$ cat config.mk
export PLATFORM = sky130hd
export DESIGN_NAME = rx_margin_scan
export DESIGN_NICKNAME = d
export VERILOG_FILES = /design/src/rtl/escan_pkg.sv /design/src/rtl/escan_stepper.sv /design/src/rtl/escan_tally.sv /design/src/rtl/escan_diff.sv /design/src/rtl/rx_margin_scan.sv
export SDC_FILE = /design/constraint.sdc
export NUM_CORES = 1
export LEC_CHECK = 0
export BUFFER_PORTS_ARGS = -buffer_cell sky130_fd_sc_hd__buf_2
export CORE_MARGIN = 2
export CORE_UTILIZATION = 60
export CTS_BUF_LIST = sky130_fd_sc_hd__clkbuf_8 sky130_fd_sc_hd__clkbuf_16
export CTS_CLUSTER_DIAMETER = 200
export DETAILED_ROUTE_END_ITERATION = 10
export GPL_ROUTABILITY_DRIVEN = 0
export MAX_ROUTING_LAYER = met4
export PLACE_DENSITY = 0.83
export SYNTH_ARGS = -nofsm -noshare
export SYNTH_HDL_FRONTEND = slang
export SYNTH_HIERARCHICAL = 1
export SYNTH_SLANG_ARGS = --single-unit
$ cat constraint.sdc
create_clock -name clk -period 7.8 [get_ports clk]
set_input_delay 1.56 -clock clk [delete_from_list [all_inputs] [get_ports clk]]
set_output_delay 1.56 -clock clk [all_outputs]
set_load 0.01 [all_outputs]
$ cat src/rtl/escan_pkg.sv
// Shared encodings for the receiver margin scan controller.
package escan_pkg;
    typedef enum logic [1:0] {
        SCAN_NOISE = 2'd0,
        SCAN_WAVE  = 2'd1,
        SCAN_EYE   = 2'd2
    } scan_mode_e;

    typedef enum logic [2:0] {
        ST_IDLE   = 3'd0,
        ST_SETTLE = 3'd1,
        ST_COUNT  = 3'd2,
        ST_WRITE  = 3'd3,
        ST_DONE   = 3'd4
    } scan_state_e;
endpackage

$ cat src/rtl/escan_stepper.sv
// Grid stepper: holds the offset and phase codes and walks them
// offset-inner, phase-outer. In row mode only one phase row is scanned.
// Assumes off_first <= off_last and ph_first <= ph_last.
module escan_stepper #(
    parameter int OFF_W = 6,
    parameter int PH_W  = 6
) (
    input  logic             clk,
    input  logic             rst_n,
    input  logic             load,
    input  logic             advance,
    input  logic             row_only,
    input  logic [OFF_W-1:0] off_first,
    input  logic [OFF_W-1:0] off_last,
    input  logic [PH_W-1:0]  ph_first,
    input  logic [PH_W-1:0]  ph_last,
    output logic [OFF_W-1:0] off_code,
    output logic [PH_W-1:0]  ph_code,
    output logic             last_point,
    output logic             first_col
);
    logic [OFF_W-1:0] off_lo, off_hi;
    logic [PH_W-1:0]  ph_hi;
    logic             row_q;

    // Latch the range on load, then step the codes on each advance.
    always_ff @(posedge clk) begin
        if (!rst_n) begin
            off_lo   <= '0;
            off_hi   <= '0;
            ph_hi    <= '0;
            row_q    <= 1'b0;
            off_code <= '0;
            ph_code  <= '0;
        end else if (load) begin
            off_lo   <= off_first;
            off_hi   <= off_last;
            ph_hi    <= ph_last;
            row_q    <= row_only;
            off_code <= off_first;
            ph_code  <= ph_first;
        end else if (advance) begin
            if (off_code == off_hi) begin
                off_code <= off_lo;
                ph_code  <= ph_code + PH_W'(1);
            end else begin
                off_code <= off_code + OFF_W'(1);
            end
        end
    end

    // End-of-grid and start-of-row flags.
    always_comb begin
        last_point = (off_code == off_hi) && (row_q || (ph_code == ph_hi));
        first_col  = (off_code == off_lo);
    end

    // after a step the offset stays inside the latched window.
    a_r3_offset_in_window: assert property (@(posedge clk) disable iff (!rst_n)
        (advance && !load) |=> (off_code >= off_lo && off_code <= off_hi));
endmodule

$ cat src/rtl/escan_tally.sv
// Saturating event counter for one grid point. Cleared at the start of
// each point; increments when enabled and the hit input is high.
module escan_tally #(
    parameter int CNT_W = 25
) (
    input  logic             clk,
    input  logic             rst_n,
    input  logic             clear,
    input  logic             en,
    input  logic             hit,
    output logic [CNT_W-1:0] count
);
    localparam logic [CNT_W-1:0] TOP = '1;

    // Count hits, holding at the top value.
    always_ff @(posedge clk) begin
        if (!rst_n)
            count <= '0;
        else if (clear)
            count <= '0;
        else if (en && hit && count != TOP)
            count <= count + CNT_W'(1);
    end

    // a full counter stays full.
    a_r7_no_wrap: assert property (@(posedge clk) disable iff (!rst_n)
        (en && hit && !clear && count == TOP) |=> (count == TOP));
endmodule

$ cat src/rtl/escan_diff.sv
// Density builder for noise scans: remembers the previous point's count
// and presents the signed drop to the current count on each write.
module escan_diff #(
    parameter int CNT_W = 25
) (
    input  logic             clk,
    input  logic             rst_n,
    input  logic             wr,
    input  logic             allow,
    input  logic [CNT_W-1:0] cur,
    output logic             pdf_we,
    output logic [CNT_W:0]   pdf_val
);
    logic [CNT_W-1:0] prev;

    // Keep the count of the last written point.
    always_ff @(posedge clk) begin
        if (!rst_n)
            prev <= '0;
        else if (wr)
            prev <= cur;
    end

    // Difference output, valid together with the result write.
    always_comb begin
        pdf_we  = wr && allow;
        pdf_val = {1'b0, prev} - {1'b0, cur};
    end

    // the magnitude of a difference never exceeds the count range.
    a_r9_diff_sign_fits: assert property (@(posedge clk) disable iff (!rst_n)
        pdf_we |-> (pdf_val[CNT_W] ? ({1'b0, cur} >= {1'b0, prev}) : ({1'b0, prev} >= {1'b0, cur})));
endmodule

$ cat src/rtl/rx_margin_scan.sv
// Receiver margin scan controller. Sequences settle, count and write
// phases per grid point for noise, waveform and eye scans.
// Assumes one sample per clock on sample_bit/expect_bit and valid ranges.
module rx_margin_scan
    import escan_pkg::*;
#(
    parameter int OFF_W        = 6,
    parameter int PH_W         = 6,
    parameter int MIN_WIN_LOG2 = 8,
    parameter int MAX_WIN_LOG2 = 24,
    parameter int CNT_W        = MAX_WIN_LOG2 + 1,
    parameter int SETTLE_W     = 8,
    parameter int WINK_W       = 5
) (
    input  logic                  clk,
    input  logic                  rst_n,
    input  logic                  start,
    input  logic [1:0]            scan_mode,
    input  logic [WINK_W-1:0]     win_log2,
    input  logic [SETTLE_W-1:0]   settle_len,
    input  logic [CNT_W-1:0]      err_limit,
    input  logic [OFF_W-1:0]      off_first,
    input  logic [OFF_W-1:0]      off_last,
    input  logic [PH_W-1:0]       ph_first,
    input  logic [PH_W-1:0]       ph_last,
    input  logic                  sample_bit,
    input  logic                  expect_bit,
    output logic [OFF_W-1:0]      off_code,
    output logic [PH_W-1:0]       ph_code,
    output logic                  res_we,
    output logic [OFF_W+PH_W-1:0] res_addr,
    output logic [CNT_W-1:0]      res_count,
    output logic                  res_pass,
    output logic                  pdf_we,
    output logic [CNT_W:0]        pdf_val,
    output logic                  busy,
    output logic                  done
);
    localparam int TMR_W = (MAX_WIN_LOG2 > SETTLE_W) ? MAX_WIN_LOG2 : SETTLE_W;

    scan_state_e         state;
    logic [1:0]          mode_q;
    logic [WINK_W-1:0]   k_q, k_eff;
    logic [SETTLE_W-1:0] settle_q;
    logic [CNT_W-1:0]    limit_q;
    logic [TMR_W-1:0]    timer, win_last, settle_last;
    logic                load, advance, last_point, first_col, row_mode;
    logic                eye_mode, hit;

    // Clamp the requested window exponent into the supported range.
    always_comb begin
        if (win_log2 < WINK_W'(MIN_WIN_LOG2))
            k_eff = WINK_W'(MIN_WIN_LOG2);
        else if (win_log2 > WINK_W'(MAX_WIN_LOG2))
            k_eff = WINK_W'(MAX_WIN_LOG2);
        else
            k_eff = win_log2;
    end

    // Derived per-point limits and control strobes.
    always_comb begin
        win_last    = (TMR_W'(1) << k_q) - TMR_W'(1);
        settle_last = TMR_W'(settle_q) - TMR_W'(1);
        load        = (state == ST_IDLE) && start;
        advance     = (state == ST_WRITE) && !last_point;
        row_mode    = (scan_mode == SCAN_NOISE);
        eye_mode    = mode_q[1];
        hit         = eye_mode ? (sample_bit ^ expect_bit) : sample_bit;
    end

    // Phase sequencer: settle, count, write per point, then done.
    always_ff @(posedge clk) begin
        if (!rst_n) begin
            state    <= ST_IDLE;
            timer    <= '0;
            mode_q   <= '0;
            k_q      <= '0;
            settle_q <= '0;
            limit_q  <= '0;
        end else begin
            case (state)
                ST_IDLE: if (start) begin
                    mode_q   <= scan_mode;
                    k_q      <= k_eff;
                    settle_q <= settle_len;
                    limit_q  <= err_limit;
                    timer    <= '0;
                    state    <= (settle_len == '0) ? ST_COUNT : ST_SETTLE;
                end
                ST_SETTLE: if (timer == settle_last) begin
                    timer <= '0;
                    state <= ST_COUNT;
                end else begin
                    timer <= timer + TMR_W'(1);
                end
                ST_COUNT: if (timer == win_last) begin
                    timer <= '0;
                    state <= ST_WRITE;
                end else begin
                    timer <= timer + TMR_W'(1);
                end
                ST_WRITE: begin
                    if (last_point)
                        state <= ST_DONE;
                    else
                        state <= (settle_q == '0) ? ST_COUNT : ST_SETTLE;
                end
                default: state <= ST_IDLE;
            endcase
        end
    end

    escan_stepper #(.OFF_W(OFF_W), .PH_W(PH_W)) u_step (
        .clk        (clk),
        .rst_n      (rst_n),
        .load       (load),
        .advance    (advance),
        .row_only   (row_mode),
        .off_first  (off_first),
        .off_last   (off_last),
        .ph_first   (ph_first),
        .ph_last    (ph_last),
        .off_code   (off_code),
        .ph_code    (ph_code),
        .last_point (last_point),
        .first_col  (first_col)
    );

    escan_tally #(.CNT_W(CNT_W)) u_tally (
        .clk   (clk),
        .rst_n (rst_n),
        .clear (load || advance),
        .en    (state == ST_COUNT),
        .hit   (hit),
        .count (res_count)
    );

    escan_diff #(.CNT_W(CNT_W)) u_diff (
        .clk     (clk),
        .rst_n   (rst_n),
        .wr      (res_we),
        .allow   ((mode_q == SCAN_NOISE) && !first_col),
        .cur     (res_count),
        .pdf_we  (pdf_we),
        .pdf_val (pdf_val)
    );

    // Result port and handshake outputs.
    always_comb begin
        res_we   = (state == ST_WRITE);
        res_addr = {ph_code, off_code};
        res_pass = (res_count <= limit_q);
        busy     = (state != ST_IDLE);
        done     = (state == ST_DONE);
    end

    // codes hold still while samples are being counted.
    a_r4_codes_steady: assert property (@(posedge clk) disable iff (!rst_n)
        (state == ST_COUNT && $past(state) == ST_COUNT) |-> ($stable(off_code) && $stable(ph_code)));

    // done lasts a single cycle and is followed by idle.
    a_r10_done_single: assert property (@(posedge clk) disable iff (!rst_n)
        done |=> (!done && !busy));

    // configuration cannot change once a scan is running.
    a_r10_cfg_held: assert property (@(posedge clk) disable iff (!rst_n)
        (busy && !done) |=> ($stable(mode_q) && $stable(k_q) && $stable(limit_q)));

    // density writes only accompany noise-mode result writes.
    a_r9_diff_with_result: assert property (@(posedge clk) disable iff (!rst_n)
        pdf_we |-> (res_we && mode_q == SCAN_NOISE));
endmodule

# Yosys cells after proc, flatten, opt, wreduce, memory -nomap -nowiden
# Index checks and enable logic that the tools add are counted.
[word_totals]
reg_bits = 148
out_inout_bits = 80
word_cells = 85
[op_classes]
addsub = 7
magnitude_cmp = 3
n_eq_ne = 13
shifts = 1
muxes = 20
n_bitwise = 2
reduce_logical = 25
[op_table]
columns = ["operator", "n"]
rows = [
  ["$mux 24", 3],
  ["$pmux 24 s3", 1],
  ["$eq 24x24->1", 2],
  ["$mux 6", 6],
  ["$sub 25x25->26", 1],
  ["$add 25x1->25 const B", 1],
  ["$le 25x25->1", 1],
  ["$ne 25x25->1 const B", 1],
  ["$add 24x1->24 const B", 1],
  ["$shl 1x5->24 const A", 1],
  ["$sub 24x2->24 const B", 1],
  ["$eq 6x6->1", 3],
  ["$logic_not 8->1", 2],
  ["$add 6x1->6 const B", 2],
  ["$mux 3", 4],
  ["$pmux 3 s4", 1],
  ["$mux 5", 2],
  ["$sub 8x1->9 const B", 1],
  ["$logic_and 1x1->1", 7],
  ["$eq 3x2->1 const B", 2],
  ["$ne 2x2->1 const B", 3],
  ["$reduce_and 2->1", 3],
  ["$reduce_bool 3->1", 2],
  ["$gt 5x5->1 const B", 1],
  ["14 further kinds", 19],
]

# Depth between registers and ports, before layout
[depth]
depth_word = 7
ltp_mapped = 15
depth_no_buf = 11

# Cells and area by module
# Netlist, hierarchy kept.
[by_module_without_submodules]
columns = ["mod", "n_inst", "cells_per_inst", "area_each_um2"]
rows = [
  ["rx_margin_scan", 1, 687, 5078.6],
  ["escan_diff", 1, 276, 2258.4],
  ["escan_stepper", 1, 175, 1602.8],
  ["escan_tally", 1, 154, 1293.7],
]

# Worst setup path before layout
# Ideal clock, no wire load.
[synth_path]
kind = "reg-to-output"
from = "register u_tally.count[0]"
to = "output pdf_val[24]"
t_arrival_ps = 2759
required_time_ps = 6240
path_slack_ps = 3481
path_stages_with_launch = 11
n_path_buf = 0
path_cell_list = "dfxtp_1 > ha_1 > inv_1 > fa_1 > a21o_1 > a221oi_2 > o21ai_2 > a221oi_2 > o21ai_2 > or3b_1 > and3_1"
[synth_between]
elab_chain_cells = 1
[synth_lines]
columns = ["element", "line_no", "source"]
rows = [
  ["start, declared", "escan_tally.sv:11", "output logic [CNT_W-1:0] count"],
  ["start signal, assigned", "escan_tally.sv:22", "count <= count + CNT_W'(1);"],
  ["$sub 25x25->26", "escan_diff.sv:27", "pdf_val = {1'b0, prev} - {1'b0, cur};"],
  ["end, declared", "rx_margin_scan.sv:35", "output logic [CNT_W:0] pdf_val,"],
]
# No other way between the ends.

# Final worst setup path
# Same ends and word-level chain as after synthesis.

==> results.md <==
Drt:
- The routed layout has 9,657 vias.
- The number of violations reported at the end of detailed-routing iteration 0 is 806.
- The remaining number of nets flagged by the antenna check after routing is 0.
- The routed via count divided by cell count is 6.02.
- The first-pass iteration count of the detailed router is 6.
- In the routed design, unresolved DRC markers number 0.
- The average wire length per cell after detail routing is 15.8 um.
- The total routed wirelength is 25.3 mm.

Synth:
- In this run, synthesis inferred 0 flip-flops with an integrated enable.
- Sequential elements use 29.0% of the synthesized area.
- The fraction of synthesis flops using an asynchronous set or reset pin is 0%.
- Synthesis produced a netlist whose cell count is 1,292.
- Synthesis instantiated 81 different standard cells from the library.
- After synthesis the cells add up to 10,200 sq um.
- In this run the mean area of a mapped cell was 7.92 sq um.
- The number of synthesized register bits is 148.
- The number of nets handed over by synthesis was 1,419.
- The Yosys step of the flow raised 6 warnings.
- The leading register cell type out of synthesis is sky130_fd_sc_hd__dfxtp_1.

Layout:
- After filler insertion, the fill cell instance count of the layout stands at 1,336.
- The share of cells above drive strength 1 is 15.5%.
- The number of diodes added for antenna fixing is 0.
- From synthesis to final layout, the design area changed by 11.5%.
- The post-layout net count is 1,500.
- Once layout is complete, the cells apart from fillers number 1,605.

Clock network:
- The number of setup buffers added after CTS is 0.
- Clock tree synthesis inserted a total of 17 buffers.
- The tree is rooted in a sky130_fd_sc_hd__clkbuf_16.
- The number of buffers added to fix hold violations after cts is 0.
- The clock slew at the register clock pins of the worst setup and hold paths is 0.06 ns.
- Once the clock tree was built, the resizer swapped 0 gates to a different size.
- The number of buffers between clock root and the deepest sink is 2.
- TritonCTS built the clock tree.
- The source-to-sink clock delay at the later pin of the worst-skew pair is 0.43 ns.
- The clock sink total is 148.
- The clock tree synthesis step divided the H-tree into 4 levels.

Critical path:
- The peak fanout along the critical path is 9.
- The slowest stage of the critical path belongs to the cell sky130_fd_sc_hd__dfxtp_1.
- In this design, the stage delay of the slowest critical-path cell is 0.50 ns.
- By startpoint and endpoint, the worst setup path is classified as reg -> out.
- STA classifies the critical path startpoint as a register.
- Data on the critical path is required at its endpoint by 6.24 ns.
- The nature of the critical path endpoint is a primary output.
- The launching instance or port of the critical path is u_tally/count[0]$_SDFFE_PP0P_.
- The arrival time of the worst setup path is 3.64 ns.
- Traced cell by cell, the critical path runs through ha_1 -> inv_1 -> fa_1 -> a21o_1 -> a221oi_2 -> o21ai_2 -> a221oi_2 -> o21ai_2 -> or3b_1 -> and3_1 -> buf_2.
- The launching point of the worst reg2reg path is k_q[2]$_SDFFE_PN0P_.

Pwr:
- Dividing total power by cell area gives a power density of 210 nW/um^2.
- The leakage power total is 0.00471 uW.
- The share of total power dissipated in the clock network is 31.8%.
- The switching power of the nets is 856 uW.
- In this run, flip-flops and latches consume 37.6% of the power.
- The fraction of power spent switching nets is 35.6%.
- The maximum vdd ir drop is 0.178 mV.
- The internal power summed over all cells is 1550 uW.
- The proportion of power drawn by combinational gates is 30.6%.

STA:
- The headroom to the max-slew limit is 15.7%.
- Static timing analysis puts the maximum clock frequency at 192 MHz.
- For the final routed database, the setup TNS stands at 0 ns.
- Setup repair after global routing left no endpoint under its margin.
- The slew at the pin closest to its max-slew limit is 1.26 ns.
- The share of the clock period used by the worst path after layout is 66.7%.
- The clock period could shrink to 5.20 ns.
- The hold violation count in the final report is 0.
- Setup violations remaining at the end of the flow were counted as 0.
- The max-slew violation total from the final report came to 0.
- The final setup skew is 0.00847 ns.

Floorplanning:
- The height of the die is 135 um.
- Row generation in the floorplan step produced 47 rows.
- The floorplan step defined a core boundary enclosing 16,600 sq um.
- The x dimension of the die is 135 um.
- The initial utilization of the core area, before any placement, comes to 61.5%.
- The full die area is 18,100 sq um.
- During I/O placement, the number of pins put on the boundary was 149.

GRT:
- The initial antenna violation count is 0.
- The pin count of the biggest net entering global routing is 82.
- Global routing finished with a remaining overflow of 0.
- The via count of the first global-routing pass is 8,789.
- The total routing usage reported by global routing is 28.9%.
- The first global-routing pass estimated 42.0 mm of wire.

Status:
- The run finished with clean final reports.

Placed design:
- The post-DP HPWL is 17.8 mm.
- The number of instances in the placed design is 1,574.
- During placement, the flow inserted port buffers numbering 148.

Hold path:
- The critical hold path startpoint is limit_q[2]$_SDFFE_PN0P_.
- The tightest min-delay check is of the reg -> reg type.

Run:
- Max-cap violations in this run came to 0.
per-layer routing:
layer	up-vias	wire length [um]	part of all wire, %	track usage (%)
li1	4755	-	-	-
met1	4502	11100	44	35.5
met2	335	12200	48	48.4
met3	65	1330	5.3	3.90
met4	0	731	2.9	11.3
met5	-	0	0	-
flip-flops by register name, summed over array words and instances (netlist names), 8 cells and up:
register       flops
settle_q           8
u_diff/prev       25
u_tally/count     25
limit_q           25
timer             24
final timing paths:
check,to,slack (ns),cells past startpoint
max,pdf_val[24],2.60,11
min,limit_q[2]$_SDFFE_PN0P_,0.46,2
max reg2reg,timer[17]$_SDFFE_PN0P_,3.52,11
min reg2reg,limit_q[2]$_SDFFE_PN0P_,0.46,2
final cells by class:
type | count | area (sq um) | share of cell area [%]
inverters | 72 | 270 | 2.37
multi-input cells | 978 | 6560 | 57.5
clock buffers | 17 | 425 | 3.73
well taps | 220 | 275 | 2.41
repair buffers | 156 | 801 | 7.02
clock inverters | 14 | 116 | 1.02
flip-flops and latches | 148 | 2960 | 26.0
cell usage in the layout, fill, tap and decap left out, types with 6 or more instances in the layout:
cell and count:
sky130_fd_sc_hd__and3_1 19, sky130_fd_sc_hd__or3_1 14, sky130_fd_sc_hd__xnor2_1 57, sky130_fd_sc_hd__nor2_1 73, sky130_fd_sc_hd__a31oi_1 9, sky130_fd_sc_hd__clkinvlp_4 6, sky130_fd_sc_hd__a21boi_0 43, sky130_fd_sc_hd__nor2b_1 34
sky130_fd_sc_hd__o211ai_1 22, sky130_fd_sc_hd__o21ai_0 50, sky130_fd_sc_hd__a211oi_1 11, sky130_fd_sc_hd__o21a_1 14, sky130_fd_sc_hd__nand2b_1 8, sky130_fd_sc_hd__a21oi_1 57, sky130_fd_sc_hd__inv_1 71, sky130_fd_sc_hd__nand3_1 37
sky130_fd_sc_hd__buf_4 8, sky130_fd_sc_hd__clkbuf_16 17, sky130_fd_sc_hd__xor2_1 25, sky130_fd_sc_hd__mux2i_1 51, sky130_fd_sc_hd__nor4_1 20, sky130_fd_sc_hd__nor3_1 22, sky130_fd_sc_hd__a21o_1 25, sky130_fd_sc_hd__nand2_1 166
sky130_fd_sc_hd__dfxtp_1 148, sky130_fd_sc_hd__o311ai_1 7, sky130_fd_sc_hd__buf_2 148, sky130_fd_sc_hd__nand4_1 28, sky130_fd_sc_hd__ha_1 57, sky130_fd_sc_hd__o31ai_1 12, sky130_fd_sc_hd__and2_1 8, sky130_fd_sc_hd__or4_1 12
sky130_fd_sc_hd__and4_1 6
synthesized netlist by cell type (5+ instances only):
| cell type | n | area [sq um] |
|---|---|---|
| sky130_fd_sc_hd__o31ai_1 | 12 | 90.1 |
| sky130_fd_sc_hd__o21a_1 | 14 | 105 |
| sky130_fd_sc_hd__inv_1 | 70 | 263 |
| sky130_fd_sc_hd__nor2_1 | 74 | 278 |
| sky130_fd_sc_hd__xnor2_1 | 57 | 499 |
| sky130_fd_sc_hd__and4_1 | 6 | 52.6 |
| sky130_fd_sc_hd__nor4_1 | 20 | 125 |
| sky130_fd_sc_hd__nor3b_1 | 5 | 37.5 |
| sky130_fd_sc_hd__a32oi_1 | 5 | 43.8 |
| sky130_fd_sc_hd__ha_1 | 57 | 713 |
| sky130_fd_sc_hd__a31oi_1 | 9 | 56.3 |
| sky130_fd_sc_hd__o21ai_0 | 50 | 250 |
| sky130_fd_sc_hd__a211oi_1 | 11 | 82.6 |
| sky130_fd_sc_hd__nor2b_1 | 34 | 213 |
| sky130_fd_sc_hd__o211ai_1 | 22 | 165 |
| sky130_fd_sc_hd__buf_4 | 13 | 97.6 |
| sky130_fd_sc_hd__o2111ai_1 | 5 | 43.8 |
| sky130_fd_sc_hd__nand2_1 | 166 | 623 |
| sky130_fd_sc_hd__a21boi_0 | 43 | 323 |
| sky130_fd_sc_hd__nand3_1 | 37 | 185 |
| sky130_fd_sc_hd__a21oi_1 | 57 | 285 |
| sky130_fd_sc_hd__and2_1 | 8 | 50.1 |
| sky130_fd_sc_hd__buf_2 | 17 | 85.1 |
| sky130_fd_sc_hd__nand2b_1 | 8 | 50.1 |
| sky130_fd_sc_hd__or4_1 | 12 | 90.1 |
| sky130_fd_sc_hd__and3_1 | 19 | 119 |
| sky130_fd_sc_hd__nand4_1 | 28 | 175 |
| sky130_fd_sc_hd__clkbuf_1 | 59 | 221 |
| sky130_fd_sc_hd__or3_1 | 14 | 87.6 |
| sky130_fd_sc_hd__xor2_1 | 25 | 219 |
| sky130_fd_sc_hd__nor3_1 | 22 | 110 |
| sky130_fd_sc_hd__mux2i_1 | 51 | 510 |
| sky130_fd_sc_hd__dfxtp_1 | 148 | 2960 |
| sky130_fd_sc_hd__o311ai_1 | 7 | 61.3 |
| sky130_fd_sc_hd__a21o_1 | 25 | 188 |
stage by stage:
stage / setup WS (ns) / cell area (sq um) / power [uW] / hold slack [ns] / utilization (%)
4_1_cts: 2.62 / 11400 / 2400 / 0.467 / 68.6
6_report: 2.60 / 11400 / 2400 / 0.464 / 68.6
5_1_grt: 2.47 / 11400 / 2520 / 0.483 / 68.6
3_3_place_gp: 3.16 / 10900 / 1620 / 0.454 / 65.3
2_1_floorplan: 3.48 / 10200 / 1470 / 0.443 / -
3_5_place_dp: 3.08 / 10900 / 1640 / 0.459 / 65.3
cell families after synthesis:
group	share of synthesized area (%)
buf+inv	6.99
mux	4.99
xor+xnor	7.18
simple gates	23.8
fa+ha+maj	7.16
compound gates	20.9
flops	29.0
power by group through the flow:
stage	logic, uW	clock network [uW]	registers [uW]
final	734	764	904
after global routing	810	802	913
after CTS	729	768	902
after detailed placement	720	0	918
after global placement	706	0	914
after floorplan	587	0	887
worst max-delay path, delay by kind of cell, from the launching register on:
| family | cells | cell delay, ns |
|---|---|---|
| adders and majority gates | 2 | 0.64 |
| and+or+nand+nor | 2 | 0.52 |
| DFF | 1 | 0.50 |
| AOI/OAI and AO/OA | 5 | 1.36 |
| buffers and inverters | 2 | 0.19 |
No activity file was read; power rests on OpenSTA's default activity.
